### config.mk
export PLATFORM = sky130hd
export DESIGN_NAME = thermal_trip_tracker
export DESIGN_NICKNAME = d
export VERILOG_FILES = /design/src/rtl/thermal_trip_pkg.sv /design/src/rtl/trip_flag_cell.sv /design/src/rtl/temp_word_fmt.sv /design/src/rtl/thermal_trip_tracker.sv
export SDC_FILE = /design/constraint.sdc
export NUM_CORES = 1
export LEC_CHECK = 0
export CAP_MARGIN = 20
export CORE_ASPECT_RATIO = 0.8
export CORE_UTILIZATION = 40
export CTS_CLUSTER_SIZE = 30
export DETAILED_ROUTE_END_ITERATION = 10
export GPL_TIMING_DRIVEN = 1
export HOLD_SLACK_MARGIN = 0.15
export PLACE_DENSITY = 0.67
export SYNTH_ARGS = -nofsm -noshare
export SYNTH_HDL_FRONTEND = slang
export SYNTH_SLANG_ARGS = --single-unit
### constraint.sdc
create_clock -name clk -period 1.5 [get_ports clk]
set_clock_uncertainty 0.05 [all_clocks]
set_input_delay 0.375 -clock clk [delete_from_list [all_inputs] [get_ports clk]]
set_output_delay 0.375 -clock clk [all_outputs]
set_load 0.05 [all_outputs]
### src/rtl/thermal_trip_pkg.sv
package thermal_trip_pkg;
  localparam int NUM_FLAGS = 3;

  // flag index doubles as bit offset above the temperature field
  typedef enum int {
    FLG_BELOW = 0,
    FLG_ABOVE = 1,
    FLG_CRIT  = 2
  } flag_idx_e;

  // per flag: compares against the high side of the window
  localparam logic [NUM_FLAGS-1:0] SIDE_HIGH = 3'b110;
  // per flag: set point is inclusive (>=)
  localparam logic [NUM_FLAGS-1:0] SET_INCL  = 3'b100;

  // hysteresis in LSBs: none, unit, 2*unit, 4*unit
  function automatic int hyst_scale(input logic [1:0] code, input int unit);
    return (code == 2'd0) ? 0 : (unit << (int'(code) - 1));
  endfunction
endpackage

### src/rtl/trip_flag_cell.sv
module trip_flag_cell #(
  parameter int W         = 13,
  parameter bit HIGH_SIDE = 1'b1,
  parameter bit INCL      = 1'b0
) (
  input  logic                clk,
  input  logic                rst_n,
  input  logic                upd,
  input  logic signed [W-1:0] smp,
  input  logic signed [W-1:0] thr,
  input  logic signed [W-1:0] hys,
  output logic                flag
);
  logic signed [W-1:0] thr_shift;
  logic                set_c, clr_c;

  function automatic logic beyond(input logic signed [W-1:0] a,
                                  input logic signed [W-1:0] b);
    if (HIGH_SIDE) return INCL ? (a >= b) : (a > b);
    else           return a < b;
  endfunction

  always_comb begin
    thr_shift = thr - hys;
    if (HIGH_SIDE) begin
      set_c = beyond(smp, thr);
      clr_c = !beyond(smp, thr_shift);
    end else begin
      set_c = beyond(smp, thr_shift);
      clr_c = !beyond(smp, thr);
    end
  end

  always_ff @(posedge clk or negedge rst_n) begin
    if (!rst_n)                flag <= 1'b0;
    else if (upd && set_c)     flag <= 1'b1;
    else if (upd && clr_c)     flag <= 1'b0;
  end
endmodule

### src/rtl/temp_word_fmt.sv
module temp_word_fmt #(
  parameter int SMP_W   = 11,
  parameter int LSB_POS = 2,
  parameter int NF      = 3,
  localparam int WORD_W = NF + SMP_W + LSB_POS
) (
  input  logic              clk,
  input  logic              rst_n,
  input  logic              upd,
  input  logic [SMP_W-1:0]  smp,
  input  logic [NF-1:0]     flags,
  output logic [WORD_W-1:0] word
);
  logic [SMP_W-1:0] smp_q;

  always_ff @(posedge clk or negedge rst_n) begin
    if (!rst_n)   smp_q <= '0;
    else if (upd) smp_q <= smp;
  end

  assign word = {flags, smp_q, {LSB_POS{1'b0}}};
endmodule

### src/rtl/thermal_trip_tracker.sv
module thermal_trip_tracker
  import thermal_trip_pkg::*;
#(
  parameter int SMP_W     = 11,
  parameter int LSB_POS   = 2,
  parameter int HYST_UNIT = 6,
  localparam int WORD_W   = NUM_FLAGS + SMP_W + LSB_POS
) (
  input  logic              clk,
  input  logic              rst_n,
  input  logic              smp_valid,
  output logic              smp_ready,
  input  logic [SMP_W-1:0]  smp_temp,
  input  logic [WORD_W-1:0] thr_upper,
  input  logic [WORD_W-1:0] thr_lower,
  input  logic [WORD_W-1:0] thr_crit,
  input  logic [1:0]        hyst_sel,
  output logic              flag_crit,
  output logic              flag_above,
  output logic              flag_below,
  output logic [WORD_W-1:0] temp_word
);
  localparam int CMP_W = SMP_W + 2;
  localparam int FLD_HI = SMP_W + LSB_POS - 1;

  logic                    accept;
  logic signed [CMP_W-1:0] smp_s, hys_s;
  logic [WORD_W-1:0]       thr_word [NUM_FLAGS];
  logic signed [CMP_W-1:0] thr_s    [NUM_FLAGS];
  logic [NUM_FLAGS-1:0]    flags;

  assign smp_ready = 1'b1;
  assign accept    = smp_valid;

  assign thr_word[FLG_BELOW] = thr_lower;
  assign thr_word[FLG_ABOVE] = thr_upper;
  assign thr_word[FLG_CRIT]  = thr_crit;

  always_comb begin
    smp_s = {{(CMP_W-SMP_W){smp_temp[SMP_W-1]}}, smp_temp};
    hys_s = CMP_W'(hyst_scale(hyst_sel, HYST_UNIT));
  end

  genvar gi;
  generate
    for (gi = 0; gi < NUM_FLAGS; gi++) begin : g_flag
      assign thr_s[gi] = {{(CMP_W-SMP_W){thr_word[gi][FLD_HI]}},
                          thr_word[gi][FLD_HI:LSB_POS]};
      trip_flag_cell #(
        .W        (CMP_W),
        .HIGH_SIDE(SIDE_HIGH[gi]),
        .INCL     (SET_INCL[gi])
      ) cell_i (
        .clk  (clk),
        .rst_n(rst_n),
        .upd  (accept),
        .smp  (smp_s),
        .thr  (thr_s[gi]),
        .hys  (hys_s),
        .flag (flags[gi])
      );
    end
  endgenerate

  // threshold bits outside the value field are ignored
  logic unused_thr_bits;
  assign unused_thr_bits = ^{thr_upper[WORD_W-1:FLD_HI+1], thr_upper[LSB_POS-1:0],
                             thr_lower[WORD_W-1:FLD_HI+1], thr_lower[LSB_POS-1:0],
                             thr_crit[WORD_W-1:FLD_HI+1],  thr_crit[LSB_POS-1:0]};

  temp_word_fmt #(
    .SMP_W  (SMP_W),
    .LSB_POS(LSB_POS),
    .NF     (NUM_FLAGS)
  ) fmt_i (
    .clk  (clk),
    .rst_n(rst_n),
    .upd  (accept),
    .smp  (smp_temp),
    .flags(flags),
    .word (temp_word)
  );

  assign flag_crit  = flags[FLG_CRIT];
  assign flag_above = flags[FLG_ABOVE];
  assign flag_below = flags[FLG_BELOW];
endmodule

==> reports/metrics.csv, run 1 <==
metric,value,unit
outcome,"complete, but fails checks",
failing checks,negative setup slack,
Synth async-reset ratio,1.000,
initial drt markers,133,
max_cap viols,0,
Worst setup startpoint,hyst_sel[1],
total power,3268,uW
synthesis warning total,0,
cell count of the worst reg-to-reg path,3,
Worst EP required,1640,ps
CTS sink count,14,
fin crit share,2.214,
Post-synth top cells,"ha_1 (97), inv_1 (51), a21oi_1 (21)",
Seq cells post-synth,14,
RSZ-0062 raised after global routing,true,
mux cell area share after synthesis,0.04026,
post-route setup slack,-1820,ps
initial antenna violation count,0,
Tmin final,3320,ps
first-pass GRT wire length,16.59,mm
Post-Synthesis Cells,402,
ys flop type,dfrtp_1,
crit path max fanout,5,
Post-synth EDFFs,0,
crit-path cells,buf_8 > clkinvlp_4 > ha_4 > inv_6 > ha_4 > nor2b_4 > o21a_1 > o21a_1 > o41a_1 > a311o_1 > ha_1 > nand4_1 > or2_4 > a31oi_2 > nor4_2 > o22ai_1,
largest area contributor in the netlist,ha_1,
vias per cell,5.216,
# hold bufs at CTS,0,
share of cells above drive strength 1,0.3229,
CTS HTree Levels,1,
Yosys top cell area share,0.3649,
I/O pins,84,
setup TNS,-5238,ps
reg2reg setup slack,190,ps
drt wl/cell,14.97,um
number of distinct library cells after synthesis,51,
CP startpoint kind,input port,
Worst path max stage delay,370,ps
Synth Area in Adders,0.3649,
Synth Area in Compound Gates,0.1821,
CTS root buf,clkbuf_8,
"count leader, synth",ha_1,
# nets final,735,
Synth Area in Simple Gates,0.1738,
final setup fails,3,
cell area after synthesis,3326,um2
"Seq/Total Area, Yosys",0.1053,
HPWL after DPL,8.755,mm
peak supply drop,0.4078,mV
pwr dens,608.4,nW/um2
Synth area leaders,"ha_1 (36%), dfrtp_1 (11%), inv_1 (5.8%)",
critical path's slowest cell,o41a_1,
largest net degree at the start of global routing,17,
Slew Limit Fails,0,
initial cell density of the core,0.4166,
largest family of logic cells by synthesized area,adder cells,
drt pass-1 iters,4,
HP Class,input port to asynchronous set/reset pin,
final WL,10.20,mm
Clock Latency Late Sink,260,ps
PortBufs,65,
register clock-pin slew on the reported worst setup and hold paths,80,ps
fmax,0.3012,GHz
gr usage total,0.2358,
die area,8685,um2
final hold vios,0,
Fillers,674,
Lkg Pwr,0.002580,uW
post-synthesis xor/xnor area fraction,0.05794,
Die H,83.56,um
core area,7983,um2
Synth-to-Final Area Change,61.51,%
worst setup path end,g_flag[2].cell_i.flag,
Crit. End Element,flop,
cts bufs inserted,3,
via count,3552,
row count,29,
CTS tree,yes,
Synth Area per Inst,8.273,um2
CP Class,input port to flop,
reg2reg start,g_flag[0].cell_i.flag,
CP Data Arrival Time,3460,ps
vias in the first global route,3578,
Ant. Diodes,0,
post-route ant nets,0,
Residual DRC,0,
Placer Congestion,0.8631,
die width,103.9,um
maximum clock insertion buffer count,2,
reg2reg end,g_flag[0].cell_i.flag,
Congestion Overflow GR,0,
[cells in the final DEF (no fill, tap or decap), types with 10 or more instances in the layout]
| master | netlist | routed |
|---|---|---|
| buf_4 | 6 | 102 |
| xnor2_1 | 15 | 14 |
| clkdlybuf4s50_1 | 0 | 43 |
| ha_1 | 97 | 85 |
| nand3_1 | 12 | 11 |
| mux2_2 | 11 | 11 |
| o21a_1 | 12 | 12 |
| inv_1 | 51 | 46 |
| o21ai_0 | 19 | 13 |
| nand2_1 | 15 | 14 |
| ha_4 | 0 | 10 |
| a21oi_1 | 21 | 19 |
| dfrtp_1 | 14 | 14 |
| nor3_1 | 13 | 11 |
| buf_12 | 0 | 17 |
[cells by family (layout without fill, tap and decap cells)]
kind of cell	count (synthesis)	count (layout)
and+or+nand+nor	104	104
other	2	9
DFF	14	14
buffers and inverters	59	223
xor gates and xnor gates	22	22
adders and majority gates	97	97
AOI/OAI and AO/OA	92	92
muxes	12	12
[how the worst min path moves through the flow]
| stage | end | slack [ps] | cells after the start |
|---|---|---|---|
| floorplan | fmt_i.smp_q[0] | 30 | 0 |
| global placement | fmt_i.smp_q[10] | 510 | 1 |
| detailed placement | fmt_i.smp_q[9] | 520 | 1 |
| CTS | g_flag[2].cell_i.flag | 390 | 2 |
| global route | g_flag[0].cell_i.flag | 410 | 2 |
| finish | g_flag[0].cell_i.flag | 380 | 2 |
[worst max-delay path, delay by kind of cell]
| family | cells | cell delay (ps) |
|---|---|---|
| buffers and inverters | 3 | 280 |
| AO/OA/AOI/OAI | 6 | 1390 |
| AND/OR/NAND/NOR | 4 | 580 |
| adder cells (fa/ha/maj) | 3 | 840 |
[sequential cells by signal (all words and copies together) (netlist names)]
register            cells
fmt_i.smp_q            11
g_flag.cell_i.flag      3
[what timing repair did]
item	CTS	global route
gates resized for setup	42	11
setup endpoints to repair	3	3
setup buffers	3	3
endpoints found under the hold margin	0	0
pin swaps	24	13
[per-stage QoR]
step / std cells / instance area (um2) / setup slack (ps) / hold slack, ps / utilization
final: 681 / 5371 / -1820 / 380.8 / 0.6729
after global routing: 681 / 5371 / -1954 / 408.2 / 0.6729
after CTS: 678 / 5273 / -1750 / 387.0 / 0.6605
after detailed placement: 671 / 5064 / -2612 / 516.3 / 0.6343
after global placement: 671 / 5064 / -2510 / 505.6 / 0.6343
after floorplan: 409 / 3432 / -1728 / 29.41 / -
[area by class of cell]
class | instances | area, um2 | share of cell area
Multi-Input combinational cell | 336 | 3037 | 0.5653
Timing Repair Buffer | 168 | 1594 | 0.2968
Sequential cell | 14 | 350.3 | 0.06522
Inverter | 51 | 200.2 | 0.03727
Tap cell | 108 | 135.1 | 0.02516
Clock buffer | 4 | 55.05 | 0.01025
[metal layers]
layer  up-vias  part of all wire  global-route usage
met5         -                 0                   0
met4         0            0.0079             0.03896
met3         8             0.037             0.02810
met2        79              0.48              0.4139
met1      1655              0.48              0.3134
li1       1810                 -                   -
[report_power, final]
part	internal (uW)	switching (uW)
sequential	431	93.3
clock	233	166
combinational	1210	1140
(Power assumes the default switching activity.)
==> inputs of run 2 (changes only) <==
--- a/config.mk
+++ b/config.mk
@@ -5,7 +5,7 @@
 export SDC_FILE = /design/constraint.sdc
 export NUM_CORES = 1
 export LEC_CHECK = 0
-export CAP_MARGIN = 20
+export CAP_MARGIN = 5
 export CORE_ASPECT_RATIO = 0.8
 export CORE_UTILIZATION = 40
 export CTS_CLUSTER_SIZE = 30
==> results of run 2 <==
Final layout, timing and power as in run 1 (identical DEF).
==> inputs of run 3 (changes only) <==
--- a/config.mk
+++ b/config.mk
@@ -7,6 +7,7 @@
 export LEC_CHECK = 0
 export CAP_MARGIN = 5
 export CORE_ASPECT_RATIO = 0.8
+export CORE_MARGIN = 5
 export CORE_UTILIZATION = 40
 export CTS_CLUSTER_SIZE = 30
 export DETAILED_ROUTE_END_ITERATION = 10
==> reports/metrics.csv, run 3 (same netlist as run 1, synthesis figures left out) <==
metric,value,unit,change
CTS root buf,clkbuf_8,,
pre-CTS setup slack,-2664,ps,-52.17 ps
crit path max fanout,4,,-1
maximum clock insertion buffer count,2,,unchanged
Ant. Diodes,0,,unchanged
vias per cell,5.362,,+2.8%
GRT met3 Usage,0.03920,,+0.01110
busiest layer in global routing,met2,,
row count,29,,unchanged
post-route setup slack,-1893,ps,-72.17 ps
final hold vios,0,,unchanged
Congestion Overflow GR,0,,unchanged
cts bufs inserted,3,,unchanged
PortBufs,65,,unchanged
I/O pins,84,,unchanged
# hold bufs at CTS,0,,unchanged
final WL,11.44,mm,+12%
first-pass GRT wire length,18.42,mm,+11%
outcome,"complete, but fails checks",,
total power,3383,uW,+3.5%
# nets final,751,,+2.2%
max reg flops,11,,unchanged
initial antenna violation count,0,,unchanged
Residual DRC,0,,unchanged
Post-DP Area,5101,um2,+0.74%
CTS HTree Levels,1,,unchanged
post-route ant nets,0,,unchanged
met1 usage,0.2813,,-0.03204
initial drt markers,126,,-5.3%
Die H,91.56,um,+9.6%
core area,8019,um2,+0.45%
initial cell density of the core,0.4147,,-0.001885
"commonest non-fill, non-tap cell in the layout",buf_4,,
HPWL after DPL,9.358,mm,+6.9%
most frequent cells in the layout,"buf_4 (111), ha_1 (85), inv_1 (45), clkdlybuf4s50_1 (45)",,
fmax,0.2948,GHz,-2.1%
Lkg Pwr,0.002665,uW,+3.3%
Worst EP required,1570,ps,-70 ps
register clock-pin slew on the reported worst setup and hold paths,80,ps,about the same
Synth-to-Final Area Change,66.59,%,
max_cap viols,0,,unchanged
share of cells above drive strength 1,0.3430,,+0.02009
final setup fails,3,,unchanged
Slew Limit Fails,0,,unchanged
RSZ-0062 raised after global routing,true,,
pwr dens,610.6,nW/um2,+0.37%
CP Data Arrival Time,3460,ps,about the same
CTS sink count,14,,unchanged
peak supply drop,0.3906,mV,-4.2%
Tmin final,3393,ps,+72.17 ps
Biggest register,fmt_i.smp_q,,
die width,111.9,um,+7.7%
met2 usage,0.3802,,-0.03370
CP startpoint kind,input port,,
via count,3737,,+5.2%
Crit. End Element,flop,,
die area,10250,um2,+18%
largest registers,"fmt_i.smp_q: 11 flops, g_flag.cell_i.flag: 3 flops",,
"Design Area, Final",5540,um2,+3.1%
CTS tree,yes,,
drt pass-1 iters,4,,unchanged
failing checks,negative setup slack,,
fin crit share,2.262,,+0.04811
gr usage total,0.2165,,-0.01932
Placer Congestion,0.8979,,+4.0%
largest net degree at the start of global routing,17,,unchanged
Clock Latency Late Sink,270,ps,about the same
CP Class,input port to flop,,
vias in the first global route,3822,,+6.8%
drt wl/cell,16.42,um,+9.6%
HP Class,input port to asynchronous set/reset pin,,
[run 3: path summary, 6_finish.rpt]
| check | from | to | slack, ps | cells after the start |
|---|---|---|---|---|
| max in group asynchronous | rst_n | fmt_i.smp_q[7] | 820 | 2 |
| worst max register to register | g_flag[0].cell_i.flag | g_flag[0].cell_i.flag | 240 | 3 |
| worst min register to register | fmt_i.smp_q[8] | fmt_i.smp_q[8] | 530 | 1 |
| worst min-delay path | rst_n | g_flag[2].cell_i.flag | 380 | 2 |
| worst max-delay path | hyst_sel[1] | g_flag[1].cell_i.flag | -1890 | 19 |
| min in group clk | fmt_i.smp_q[8] | fmt_i.smp_q[8] | 530 | 1 |
[run 3: area by class of cell]
type                    instances  area [um2]
fillers                       615        2479
flip-flops and latches         14       350.3
well taps                     108       135.1
multi-input cells             336        3034
repair buffers                184        1760
inverters                      51       205.2
clock buffers                   4       55.05
[run 3: worst max-delay path, stage by stage]
cell	delay (ps)
buf_8	70
clkinvlp_4	140
buf_6	160
ha_4	170
buf_12	120
ha_4	210
o21a_1	190
o21a_1	180
o21ai_1	130
nand2b_1	140
or3_1	350
xnor2_1	180
ha_1	260
nand2_2	80
nor2_1	40
a211oi_1	170
o211ai_1	160
a32oi_1	190
o311ai_0	140
[run 3: what timing repair did]
item                                    4_1_cts  5_1_grt
endpoints found under the setup margin        3        3
setup buffers                                17        0
hold endpoints to repair                      0        0
pin swaps                                    32       10
resized for setup                            47       10
[run 3: per-layer routing]
metal | wire (um) | part of all wire
met3 | 514 | 0.045
met4 | 184 | 0.016
met1 | 5165 | 0.45
met2 | 5577 | 0.49
met5 | 0 | 0
[run 3: power by group]
group	switching (uW)	leakage, uW	total [uW]	internal (uW)
sequential	94.6	0.000162	526	431
clock	181	0.0000288	415	234
combinational	1180	0.00248	2440	1270
total	1450	0.00267	3380	1930
[run 3: stage by stage]
stage	hold WS, ps	TNS (ps)	util	instances
after global placement	507.0	-9298	0.6361	676
final	379.0	-5652	0.6909	697
after floorplan	29.41	-5129	-	409
after CTS	385.8	-5561	0.6844	697
after global routing	414.2	-6071	0.6909	697
after detailed placement	517.4	-9652	0.6361	676
